## src/rtl/fis_pkg.sv

```systemverilog
package fis_pkg;

    localparam int DATA_W = 32;
    localparam int INST_W = 16;
    localparam int REG_W  = 8;
    localparam int TGT_W  = 3;
    localparam int MULT_W = 4;
    localparam int LIM_W  = INST_W + MULT_W;

    typedef enum logic [TGT_W-1:0] {
        TGT_REGFILE = 3'd0,
        TGT_PC      = 3'd1,
        TGT_NPC     = 3'd2,
        TGT_ICACHE  = 3'd3,
        TGT_DCACHE  = 3'd4
    } tgt_e;

    typedef enum logic [2:0] {
        CFG_INSTANT = 3'd0,
        CFG_TARGET  = 3'd1,
        CFG_REGID   = 3'd2,
        CFG_MASK    = 3'd3,
        CFG_EXPECT  = 3'd4,
        CFG_NOMINAL = 3'd5,
        CFG_MULT    = 3'd6,
        CFG_BOOTLIM = 3'd7
    } cfg_kind_e;

    typedef struct packed {
        logic [INST_W-1:0] instant;
        logic [TGT_W-1:0]  target;
        logic [REG_W-1:0]  reg_id;
        logic [DATA_W-1:0] mask;
    } inj_vec_t;

    typedef enum logic [2:0] {
        ST_IDLE,
        ST_BOOT,
        ST_RUN,
        ST_CHECK,
        ST_DONE
    } sup_state_e;

    typedef enum logic [1:0] {
        OUT_BOOT_TO = 2'd0,
        OUT_RUN_TO  = 2'd1,
        OUT_ERROR   = 2'd2,
        OUT_CORRECT = 2'd3
    } outcome_e;

    function automatic logic [LIM_W-1:0] run_limit(input logic [INST_W-1:0] nominal,
                                                   input logic [MULT_W-1:0] mult);
        return LIM_W'(nominal) * LIM_W'(mult);
    endfunction

endpackage

```

## src/rtl/fis_cfg_store.sv

```systemverilog
module fis_cfg_store
    import fis_pkg::*;
#(
    parameter int NUM_VEC  = 4,
    parameter int NUM_RES  = 4,
    parameter int NOM_DEF  = 16,
    parameter int MULT_DEF = 5,
    parameter int BOOT_DEF = 64,
    localparam int VIDX_W = (NUM_VEC > 1) ? $clog2(NUM_VEC) : 1,
    localparam int RIDX_W = (NUM_RES > 1) ? $clog2(NUM_RES) : 1,
    localparam int CIDX_W = (VIDX_W > RIDX_W) ? VIDX_W : RIDX_W
) (
    input  logic              clk,
    input  logic              rst,
    input  logic              we,
    input  cfg_kind_e         kind,
    input  logic [CIDX_W-1:0] idx,
    input  logic [DATA_W-1:0] wdata,
    input  logic [VIDX_W-1:0] vec_idx,
    output inj_vec_t          vec_o,
    input  logic [RIDX_W-1:0] exp_idx,
    output logic [DATA_W-1:0] exp_o,
    output logic [INST_W-1:0] nominal_o,
    output logic [MULT_W-1:0] mult_o,
    output logic [INST_W-1:0] boot_lim_o
);

    inj_vec_t          vec_q [NUM_VEC];
    logic [DATA_W-1:0] exp_q [NUM_RES];

    always_ff @(posedge clk) begin
        if (rst) begin
            for (int v = 0; v < NUM_VEC; v++) vec_q[v] <= '0;
            for (int r = 0; r < NUM_RES; r++) exp_q[r] <= '0;
            nominal_o  <= INST_W'(NOM_DEF);
            mult_o     <= MULT_W'(MULT_DEF);
            boot_lim_o <= INST_W'(BOOT_DEF);
        end else if (we) begin
            for (int v = 0; v < NUM_VEC; v++) begin
                if (idx == CIDX_W'(v)) begin
                    case (kind)
                        CFG_INSTANT: vec_q[v].instant <= wdata[INST_W-1:0];
                        CFG_TARGET:  vec_q[v].target  <= wdata[TGT_W-1:0];
                        CFG_REGID:   vec_q[v].reg_id  <= wdata[REG_W-1:0];
                        CFG_MASK:    vec_q[v].mask    <= wdata;
                        default: ;
                    endcase
                end
            end
            for (int r = 0; r < NUM_RES; r++) begin
                if (kind == CFG_EXPECT && idx == CIDX_W'(r)) exp_q[r] <= wdata;
            end
            case (kind)
                CFG_NOMINAL: nominal_o  <= wdata[INST_W-1:0];
                CFG_MULT:    mult_o     <= wdata[MULT_W-1:0];
                CFG_BOOTLIM: boot_lim_o <= wdata[INST_W-1:0];
                default: ;
            endcase
        end
    end

    assign vec_o = vec_q[vec_idx];
    assign exp_o = exp_q[exp_idx];

endmodule

```

## src/rtl/fis_result_cmp.sv

```systemverilog
module fis_result_cmp
    import fis_pkg::*;
#(
    parameter int NUM_RES = 4,
    localparam int RIDX_W = (NUM_RES > 1) ? $clog2(NUM_RES) : 1
) (
    input  logic              clk,
    input  logic              rst,
    input  logic              go_i,
    output logic [RIDX_W-1:0] rd_addr_o,
    input  logic [DATA_W-1:0] rd_data_i,
    input  logic [DATA_W-1:0] exp_i,
    output logic              done_o,
    output logic              mismatch_o
);

    localparam logic [RIDX_W-1:0] LAST = RIDX_W'(NUM_RES - 1);

    logic              busy_q;
    logic [RIDX_W-1:0] idx_q;
    logic              acc_q;
    logic              diff;

    assign diff      = (rd_data_i != exp_i);
    assign rd_addr_o = idx_q;

    always_ff @(posedge clk) begin
        if (rst) begin
            busy_q     <= 1'b0;
            idx_q      <= '0;
            acc_q      <= 1'b0;
            done_o     <= 1'b0;
            mismatch_o <= 1'b0;
        end else begin
            done_o <= 1'b0;
            if (go_i && !busy_q) begin
                busy_q <= 1'b1;
                idx_q  <= '0;
                acc_q  <= 1'b0;
            end else if (busy_q) begin
                if (idx_q == LAST) begin
                    busy_q     <= 1'b0;
                    done_o     <= 1'b1;
                    mismatch_o <= acc_q | diff;
                    idx_q      <= '0;
                end else begin
                    idx_q <= idx_q + 1'b1;
                    acc_q <= acc_q | diff;
                end
            end
        end
    end

    assert_done_pulse_R8: assert property (@(posedge clk) disable iff (rst)
        done_o |=> !done_o);

    assert_addr_range_R8: assert property (@(posedge clk) disable iff (rst)
        busy_q |-> (idx_q <= LAST));

endmodule

```

## src/rtl/fis_watchdog.sv

```systemverilog
module fis_watchdog #(
    parameter int WINDOW = 4096,
    localparam int CW = $clog2(WINDOW + 1)
) (
    input  logic clk,
    input  logic rst,
    input  logic kick_i,
    output logic fault_o
);

    logic [CW-1:0] cnt_q;

    always_ff @(posedge clk) begin
        if (rst) begin
            cnt_q   <= '0;
            fault_o <= 1'b0;
        end else if (kick_i) begin
            cnt_q <= '0;
        end else if (cnt_q == CW'(WINDOW - 1)) begin
            fault_o <= 1'b1;
        end else begin
            cnt_q <= cnt_q + 1'b1;
        end
    end

    assert_fault_sticky_R11: assert property (@(posedge clk) disable iff (rst)
        fault_o |=> fault_o);

endmodule

```

## src/rtl/fis_supervisor.sv

```systemverilog
module fis_supervisor
    import fis_pkg::*;
#(
    parameter int NUM_VEC   = 4,
    parameter int NUM_RES   = 4,
    parameter int CNT_W     = 16,
    parameter int WD_WINDOW = 4096,
    parameter int NOM_DEF   = 16,
    parameter int MULT_DEF  = 5,
    parameter int BOOT_DEF  = 64,
    localparam int VIDX_W = (NUM_VEC > 1) ? $clog2(NUM_VEC) : 1,
    localparam int RIDX_W = (NUM_RES > 1) ? $clog2(NUM_RES) : 1,
    localparam int CIDX_W = (VIDX_W > RIDX_W) ? VIDX_W : RIDX_W
) (
    input  logic              clk,
    input  logic              rst,
    input  logic              cfg_we_i,
    input  logic [2:0]        cfg_kind_i,
    input  logic [CIDX_W-1:0] cfg_idx_i,
    input  logic [31:0]       cfg_wdata_i,
    input  logic              arm_i,
    input  logic [VIDX_W-1:0] arm_idx_i,
    output logic              dut_rst_o,
    output logic              irq_o,
    output logic              inj_valid_o,
    output logic [2:0]        inj_target_o,
    output logic [7:0]        inj_reg_o,
    output logic [31:0]       inj_mask_o,
    input  logic              inj_ack_i,
    input  logic              boot_done_i,
    input  logic              app_end_i,
    output logic [RIDX_W-1:0] res_rd_addr_o,
    input  logic [31:0]       res_rd_data_i,
    input  logic              host_kick_i,
    output logic              wd_fault_o,
    output logic              run_done_o,
    output logic [CNT_W-1:0]  cnt_boot_to_o,
    output logic [CNT_W-1:0]  cnt_run_to_o,
    output logic [CNT_W-1:0]  cnt_err_o,
    output logic [CNT_W-1:0]  cnt_ok_o
);

    inj_vec_t          vec_rd;
    logic [DATA_W-1:0] exp_word;
    logic [INST_W-1:0] nominal, boot_lim;
    logic [MULT_W-1:0] mult;
    logic              cmp_go, cmp_done, cmp_mismatch;

    sup_state_e        st_q;
    inj_vec_t          run_vec_q;
    logic [LIM_W-1:0]  limit_q, run_cnt_q;
    logic [INST_W-1:0] boot_lim_q, boot_cnt_q;
    logic              fired_q, irq_q, pend_q;
    outcome_e          outc_q;
    logic              boot_over, run_over;

    fis_cfg_store #(
        .NUM_VEC(NUM_VEC), .NUM_RES(NUM_RES),
        .NOM_DEF(NOM_DEF), .MULT_DEF(MULT_DEF), .BOOT_DEF(BOOT_DEF)
    ) i_cfg (
        .clk       (clk),
        .rst       (rst),
        .we        (cfg_we_i),
        .kind      (cfg_kind_e'(cfg_kind_i)),
        .idx       (cfg_idx_i),
        .wdata     (cfg_wdata_i),
        .vec_idx   (arm_idx_i),
        .vec_o     (vec_rd),
        .exp_idx   (res_rd_addr_o),
        .exp_o     (exp_word),
        .nominal_o (nominal),
        .mult_o    (mult),
        .boot_lim_o(boot_lim)
    );

    fis_result_cmp #(.NUM_RES(NUM_RES)) i_cmp (
        .clk       (clk),
        .rst       (rst),
        .go_i      (cmp_go),
        .rd_addr_o (res_rd_addr_o),
        .rd_data_i (res_rd_data_i),
        .exp_i     (exp_word),
        .done_o    (cmp_done),
        .mismatch_o(cmp_mismatch)
    );

    fis_watchdog #(.WINDOW(WD_WINDOW)) i_wd (
        .clk    (clk),
        .rst    (rst),
        .kick_i (host_kick_i),
        .fault_o(wd_fault_o)
    );

    assign boot_over = (boot_cnt_q >= boot_lim_q);
    assign run_over  = (run_cnt_q >= limit_q);
    assign cmp_go    = (st_q == ST_RUN) && !run_over && app_end_i && !wd_fault_o;

    always_ff @(posedge clk) begin
        if (rst) begin
            st_q       <= ST_IDLE;
            run_vec_q  <= '0;
            limit_q    <= '0;
            run_cnt_q  <= '0;
            boot_lim_q <= '0;
            boot_cnt_q <= '0;
            fired_q    <= 1'b0;
            irq_q      <= 1'b0;
            pend_q     <= 1'b0;
            outc_q     <= OUT_CORRECT;
        end else begin
            irq_q <= 1'b0;
            if (inj_ack_i) pend_q <= 1'b0;
            if (wd_fault_o) begin
                st_q   <= ST_IDLE;
                pend_q <= 1'b0;
            end else begin
                case (st_q)
                    ST_IDLE: begin
                        if (arm_i) begin
                            st_q       <= ST_BOOT;
                            run_vec_q  <= vec_rd;
                            limit_q    <= run_limit(nominal, mult);
                            boot_lim_q <= boot_lim;
                            boot_cnt_q <= '0;
                            fired_q    <= 1'b0;
                            pend_q     <= 1'b0;
                        end
                    end
                    ST_BOOT: begin
                        if (boot_over) begin
                            outc_q <= OUT_BOOT_TO;
                            st_q   <= ST_DONE;
                        end else if (boot_done_i) begin
                            st_q      <= ST_RUN;
                            run_cnt_q <= '0;
                        end else begin
                            boot_cnt_q <= boot_cnt_q + 1'b1;
                        end
                    end
                    ST_RUN: begin
                        if (run_over) begin
                            outc_q <= OUT_RUN_TO;
                            st_q   <= ST_DONE;
                            pend_q <= 1'b0;
                        end else if (app_end_i) begin
                            st_q   <= ST_CHECK;
                            pend_q <= 1'b0;
                        end else begin
                            run_cnt_q <= run_cnt_q + 1'b1;
                            if (!fired_q && run_cnt_q == LIM_W'(run_vec_q.instant)) begin
                                irq_q   <= 1'b1;
                                fired_q <= 1'b1;
                                pend_q  <= 1'b1;
                            end
                        end
                    end
                    ST_CHECK: begin
                        if (cmp_done) begin
                            outc_q <= cmp_mismatch ? OUT_ERROR : OUT_CORRECT;
                            st_q   <= ST_DONE;
                        end
                    end
                    default: st_q <= ST_IDLE;
                endcase
            end
        end
    end

    assign run_done_o = (st_q == ST_DONE) && !wd_fault_o;

    always_ff @(posedge clk) begin
        if (rst) begin
            cnt_boot_to_o <= '0;
            cnt_run_to_o  <= '0;
            cnt_err_o     <= '0;
            cnt_ok_o      <= '0;
        end else if (run_done_o) begin
            case (outc_q)
                OUT_BOOT_TO: cnt_boot_to_o <= cnt_boot_to_o + 1'b1;
                OUT_RUN_TO:  cnt_run_to_o  <= cnt_run_to_o + 1'b1;
                OUT_ERROR:   cnt_err_o     <= cnt_err_o + 1'b1;
                default:     cnt_ok_o      <= cnt_ok_o + 1'b1;
            endcase
        end
    end

    assign dut_rst_o    = wd_fault_o || !(st_q == ST_BOOT || st_q == ST_RUN);
    assign irq_o        = irq_q && !wd_fault_o;
    assign inj_valid_o  = pend_q;
    assign inj_target_o = run_vec_q.target;
    assign inj_reg_o    = run_vec_q.reg_id;
    assign inj_mask_o   = run_vec_q.mask;

    assert_irq_pulse_R5: assert property (@(posedge clk) disable iff (rst)
        irq_o |=> !irq_o);

    assert_irq_live_R5: assert property (@(posedge clk) disable iff (rst)
        irq_o |-> !dut_rst_o);

    assert_fields_hold_R6: assert property (@(posedge clk) disable iff (rst)
        inj_valid_o && !inj_ack_i |=>
            $stable(inj_mask_o) && $stable(inj_reg_o) && $stable(inj_target_o));

    assert_boot_bound_R4: assert property (@(posedge clk) disable iff (rst)
        (st_q == ST_BOOT) |-> (boot_cnt_q <= boot_lim_q));

    assert_run_bound_R7: assert property (@(posedge clk) disable iff (rst)
        (st_q == ST_RUN) |-> (run_cnt_q <= limit_q));

    assert_one_outcome_R9: assert property (@(posedge clk) disable iff (rst)
        run_done_o |=> $countones({cnt_boot_to_o != $past(cnt_boot_to_o),
                                   cnt_run_to_o  != $past(cnt_run_to_o),
                                   cnt_err_o     != $past(cnt_err_o),
                                   cnt_ok_o      != $past(cnt_ok_o)}) == 1);

    assert_count_quiet_R9: assert property (@(posedge clk) disable iff (rst)
        !run_done_o |=> $stable(cnt_boot_to_o) && $stable(cnt_run_to_o) &&
                        $stable(cnt_err_o) && $stable(cnt_ok_o));

    assert_fault_parks_R11: assert property (@(posedge clk) disable iff (rst)
        wd_fault_o |=> dut_rst_o && !run_done_o && !irq_o);

endmodule

```

## config.mk

```make
export PLATFORM = sky130hd
export DESIGN_NAME = fis_supervisor
export DESIGN_NICKNAME = d
export VERILOG_FILES = /design/src/rtl/fis_pkg.sv /design/src/rtl/fis_cfg_store.sv /design/src/rtl/fis_result_cmp.sv /design/src/rtl/fis_watchdog.sv /design/src/rtl/fis_supervisor.sv
export SDC_FILE = /design/constraint.sdc
export NUM_CORES = 1
export LEC_CHECK = 0
export ABC_CLOCK_PERIOD_IN_PS = 4850
export BUFFER_PORTS_ARGS = -buffer_cell sky130_fd_sc_hd__buf_4
export CAP_MARGIN = 0
export CELL_PAD_IN_SITES_DETAIL_PLACEMENT = 0
export CELL_PAD_IN_SITES_GLOBAL_PLACEMENT = 2
export CORE_ASPECT_RATIO = 0.7
export CORE_UTILIZATION = 42
export CTS_BUF_LIST = sky130_fd_sc_hd__clkbuf_8
export CTS_CLUSTER_SIZE = 25
export DETAILED_ROUTE_END_ITERATION = 6
export HOLD_SLACK_MARGIN = 0.03
export PLACE_DENSITY_LB_ADDON = 0.15
export SLEW_MARGIN = 20
export SYNTH_ARGS = -nofsm -noshare
export SYNTH_HDL_FRONTEND = slang
export SYNTH_SLANG_ARGS = --single-unit
```

## constraint.sdc

```tcl
create_clock -name clk -period 4.85 [get_ports clk]
set_clock_uncertainty 0.1 [all_clocks]
set_input_delay 0.485 -clock clk [delete_from_list [all_inputs] [get_ports clk]]
set_output_delay 0.485 -clock clk [all_outputs]
set_load 0.02 [all_outputs]
```

==> results by group <==
Global route
  – Global-route usage over all layers: 0.222
  – Vias in the first global route: 20200
  – Global-route wire length before repair: 121 mm
  – Overflow after GRT: 0
  – Largest net degree at the start of global routing: 88
  – Initial antenna violation count: 4

Power and ir drop
  – Power density of the placed cells: between 300 and 400 nW/µm²
  – Static leakage: approximately 13 nW
  – Maximum vdd drop: 0.000195 V

Setup path
  – Critical path launch point type: flop
  – CP Max Fanout: 11
  – Startpoint of the most critical register-to-register path: i_cfg.mult_o[1]
  – Worst reg2reg path endpoint: limit_q[18]
  – WP data required: 5.39 ns
  – Worst setup path endpoint: limit_q[18]
  – Worst reg-to-reg setup slack: ~0.65 ns
  – CP Class: reg -> reg
  – Nature of the critical path endpoint: flop
  – Arrival time at the worst endpoint: 4.73 ns
  – Count of cells along the worst register-to-register path: 13
  – Critical path startpoint: i_cfg.mult_o[1]

Floorplan
  – Starting utilization of the core area: 0.424
  – Die X-Extent: 319 µm
  – Placeable core region: around 70000 µm²
  – Std cell rows: 81
  – I/O pin count: 193
  – DIE AREA: 71600 µm²
  – Die Span Y: 224 µm

Finish
  – Register area: 16200 µm²
  – Post-layout net count: roughly 3000
  – Number of fill cells: ~6400
  – Proportion of layout cells with a drive suffix above 1: 0.160
  – Number of cells in the finished layout apart from fillers: just under 4000
  – Footprint of the multi-input gates: 12200 µm²
  – Final core utilization: 0.485
  – N_diodes: 0
  – Area delta synth->final: 14.3%

CTS
  – Setup repair bufs after CTS: 0
  – Level count of the clock H-tree: 3
  – Root Buffer: clkbuf_8
  – Latest clock arrival within the worst-skew pair: 0.73 ns
  – Maximum root-to-sink buffer count: 3
  – Clock transition at the registers of the reported paths: 0.07 ns
  – Number of clock sinks: ~630
  – Clock buffer count from CTS: 101
  – CTS tree: built

Job
  – Max cap viols: 0

Routing
  – Post-detailed-route via-to-cell ratio: 5.25
  – Antenna-violating nets left: 0
  – Final routed wire length divided by cell count: 20.5 µm
  – DRT iter0 DRCs: 1449
  – Overall routed net length: around 80 mm
  – DRC Markers: 0
  – Number of detailed-routing iterations run before antenna repair: 5
  – Via count: 20200

Worst hold path
  – Worst min-delay path class: in -> reg

Synth
  – Post-Synthesis Cell Area: just under 30000 µm²
  – Syn Nets: ~2900
  – Synth unique cells: 67
  – Flop and latch count out of synthesis: 625
  – Main flop type after synthesis: edfxtp_1
  – Fraction of synthesis flops using an asynchronous set or reset pin: 0
  – Count of flip-flops with a built-in enable after synthesis: about 360
  – Share of synthesized area occupied by flip-flops and latches: 0.545
  – Avg Synthesized Cell Area: 11.1 µm²
  – Post-synthesis instance total: 2680
  – Yosys warnings: 0

Place
  – Placed Cells incl. Taps: approximately 3600
  – Routability-driven placement congestion ratio: 0.849
  – Port Buf Inserts: ~190
  – Detail Placement HPWL: between 50 and 60 mm

STA
  – Worst slew margin: 0.302
  – Highest achievable clock rate: 238 MHz
  – Post-route minimum period: 4.20 ns
  – Portion of the clock cycle consumed by the worst path in the final layout: 0.865
  – Total Neg Setup Slack: 0 ns
  – Setup repair after global routing missed its margin: no
  – Endpoints failing setup: 0
  – Final number of hold-violating endpoints: 0
  – Worst-Margin Slew: 1.04 ns
  – Min Hold Slack: 0.0908 ns
  – Max Transition Viols Final: 0

Status
  – Status: finished, final reports clean
-- synthesized netlist by cell type, types with 11 or more instances --
library cell | instances | area (µm²)
edfxtp_1 | 364 | 10900
nand2_1 | 355 | 1330
and2_1 | 351 | 2200
dfxtp_1 | 261 | 5230
a21oi_1 | 175 | 876
nor2_1 | 158 | 593
clkbuf_1 | 137 | 514
inv_1 | 102 | 383
mux4_2 | 91 | 2050
xor2_1 | 73 | 639
nor3_1 | 72 | 360
xnor2_1 | 71 | 622
ha_1 | 68 | 851
o21ai_0 | 57 | 285
nand3_1 | 46 | 230
buf_4 | 43 | 323
nand4_1 | 37 | 231
and3_1 | 30 | 188
fa_1 | 28 | 561
or3_1 | 22 | 138
buf_1 | 11 | 41.3
-- per-stage QoR --
step	setup WS [ns]	power [mW]	instance area, µm²
after floorplan	0.844	7.28	29600
after global placement	0.631	7.84	31700
after detailed placement	0.620	7.87	31700
after CTS	0.623	12.1	33900
after global routing	0.357	12.5	33900
final	0.654	12.0	33900
-- critical path: stages, from the launching register on --
cell and delay, ns:
dfxtp_1 0.50, nand2_1 0.12, fa_1 0.49, inv_1 0.05, fa_1 0.52, fa_1 0.49
a211oi_1 0.35, o21ai_1 0.17, a41oi_1 0.34, o21ai_1 0.16, a211o_1 0.33, a31oi_1 0.22
nor2_1 0.06, a311oi_1 0.22
-- metal layers --
metal  vias up  part of all wire  GRT usage
met2       507              0.42      0.322
li1       9595                 -          -
met3       115             0.055     0.0427
met1      9986              0.51      0.340
met4         0             0.019     0.0546
met5         -                 0          0
-- cell type report --
type                            count  area share
Tap cell                          913      0.0337
Sequential cell                   625       0.477
Clock buffer                      109      0.0443
Inverter                          103      0.0114
Clock inverter                     76     0.00968
Timing Repair Buffer              272      0.0631
Multi-Input combinational cell   1750       0.360
-- placed cells by master, fill, tap and decap left out, types with 8 or more instances in the layout --
master / n
edfxtp_1: 364
nand2_1: 355
and2_1: 351
dfxtp_1: 260
buf_4: 235
a21oi_1: 175
nor2_1: 158
inv_1: 144
clkbuf_8: 109
mux4_2: 91
xor2_1: 73
nor3_1: 72
xnor2_1: 71
ha_1: 68
o21ai_0: 48
nand3_1: 45
nand4_1: 37
dlygate4sd3_1: 36
and3_1: 29
fa_1: 28
clkinv_1: 23
or3_1: 22
a211oi_1: 8
nor4_1: 8
mux2i_1: 8
-- where the power goes --
part | internal, mW | leakage (nW) | switching [mW] | total, mW
combinational | 0.581 | 6.06 | 1.06 | 1.64
clock | 2.07 | 1.09 | 2.15 | 4.22
sequential | 5.93 | 5.59 | 0.185 | 6.11
-- timing repair --
action / CTS / global route
resized for setup: 0 / 0
hold buffers: 36 / 0
endpoints found under the hold margin: 173 / 0
-- sequential cells by signal, summed over array words and instances (netlist names), 20 cells and up, named ones only --
signal and flops:
run_cnt_q 20, limit_q 20, i_cfg.exp_q 128, i_cfg.vec_q 236, inj_mask_o 32
-- kinds of logic (layout without fill, tap and decap cells) --
group,Yosys count,in the layout,share of synthesized area
adders and majority gates,96,96,0.0476
muxes,101,101,0.0726
buffers and inverters,305,560,0.0450
and+or+nand+nor,1121,1121,0.192
DFF,625,625,0.545
xor gates and xnor gates,144,144,0.0426
AOI/OAI and AO/OA,288,288,0.0546
-- worst min path at each step --
stage | depth (start not counted) | endpoint | from | slack [ns]
after floorplan | 2 | limit_q[11] | limit_q[11] | 0.33
after global placement | 2 | boot_lim_q[11] | i_cfg.boot_lim_o[11] | 0.34
after detailed placement | 2 | boot_lim_q[7] | i_cfg.boot_lim_o[7] | 0.34
after CTS | 4 | fired_q | arm_i | 0.03
after global routing | 3 | i_cfg.nominal_o[4] | cfg_wdata_i[4] | 0.05
final | 3 | i_cfg.boot_lim_o[4] | cfg_wdata_i[4] | 0.09
No activity file was read; power rests on OpenSTA's default activity.
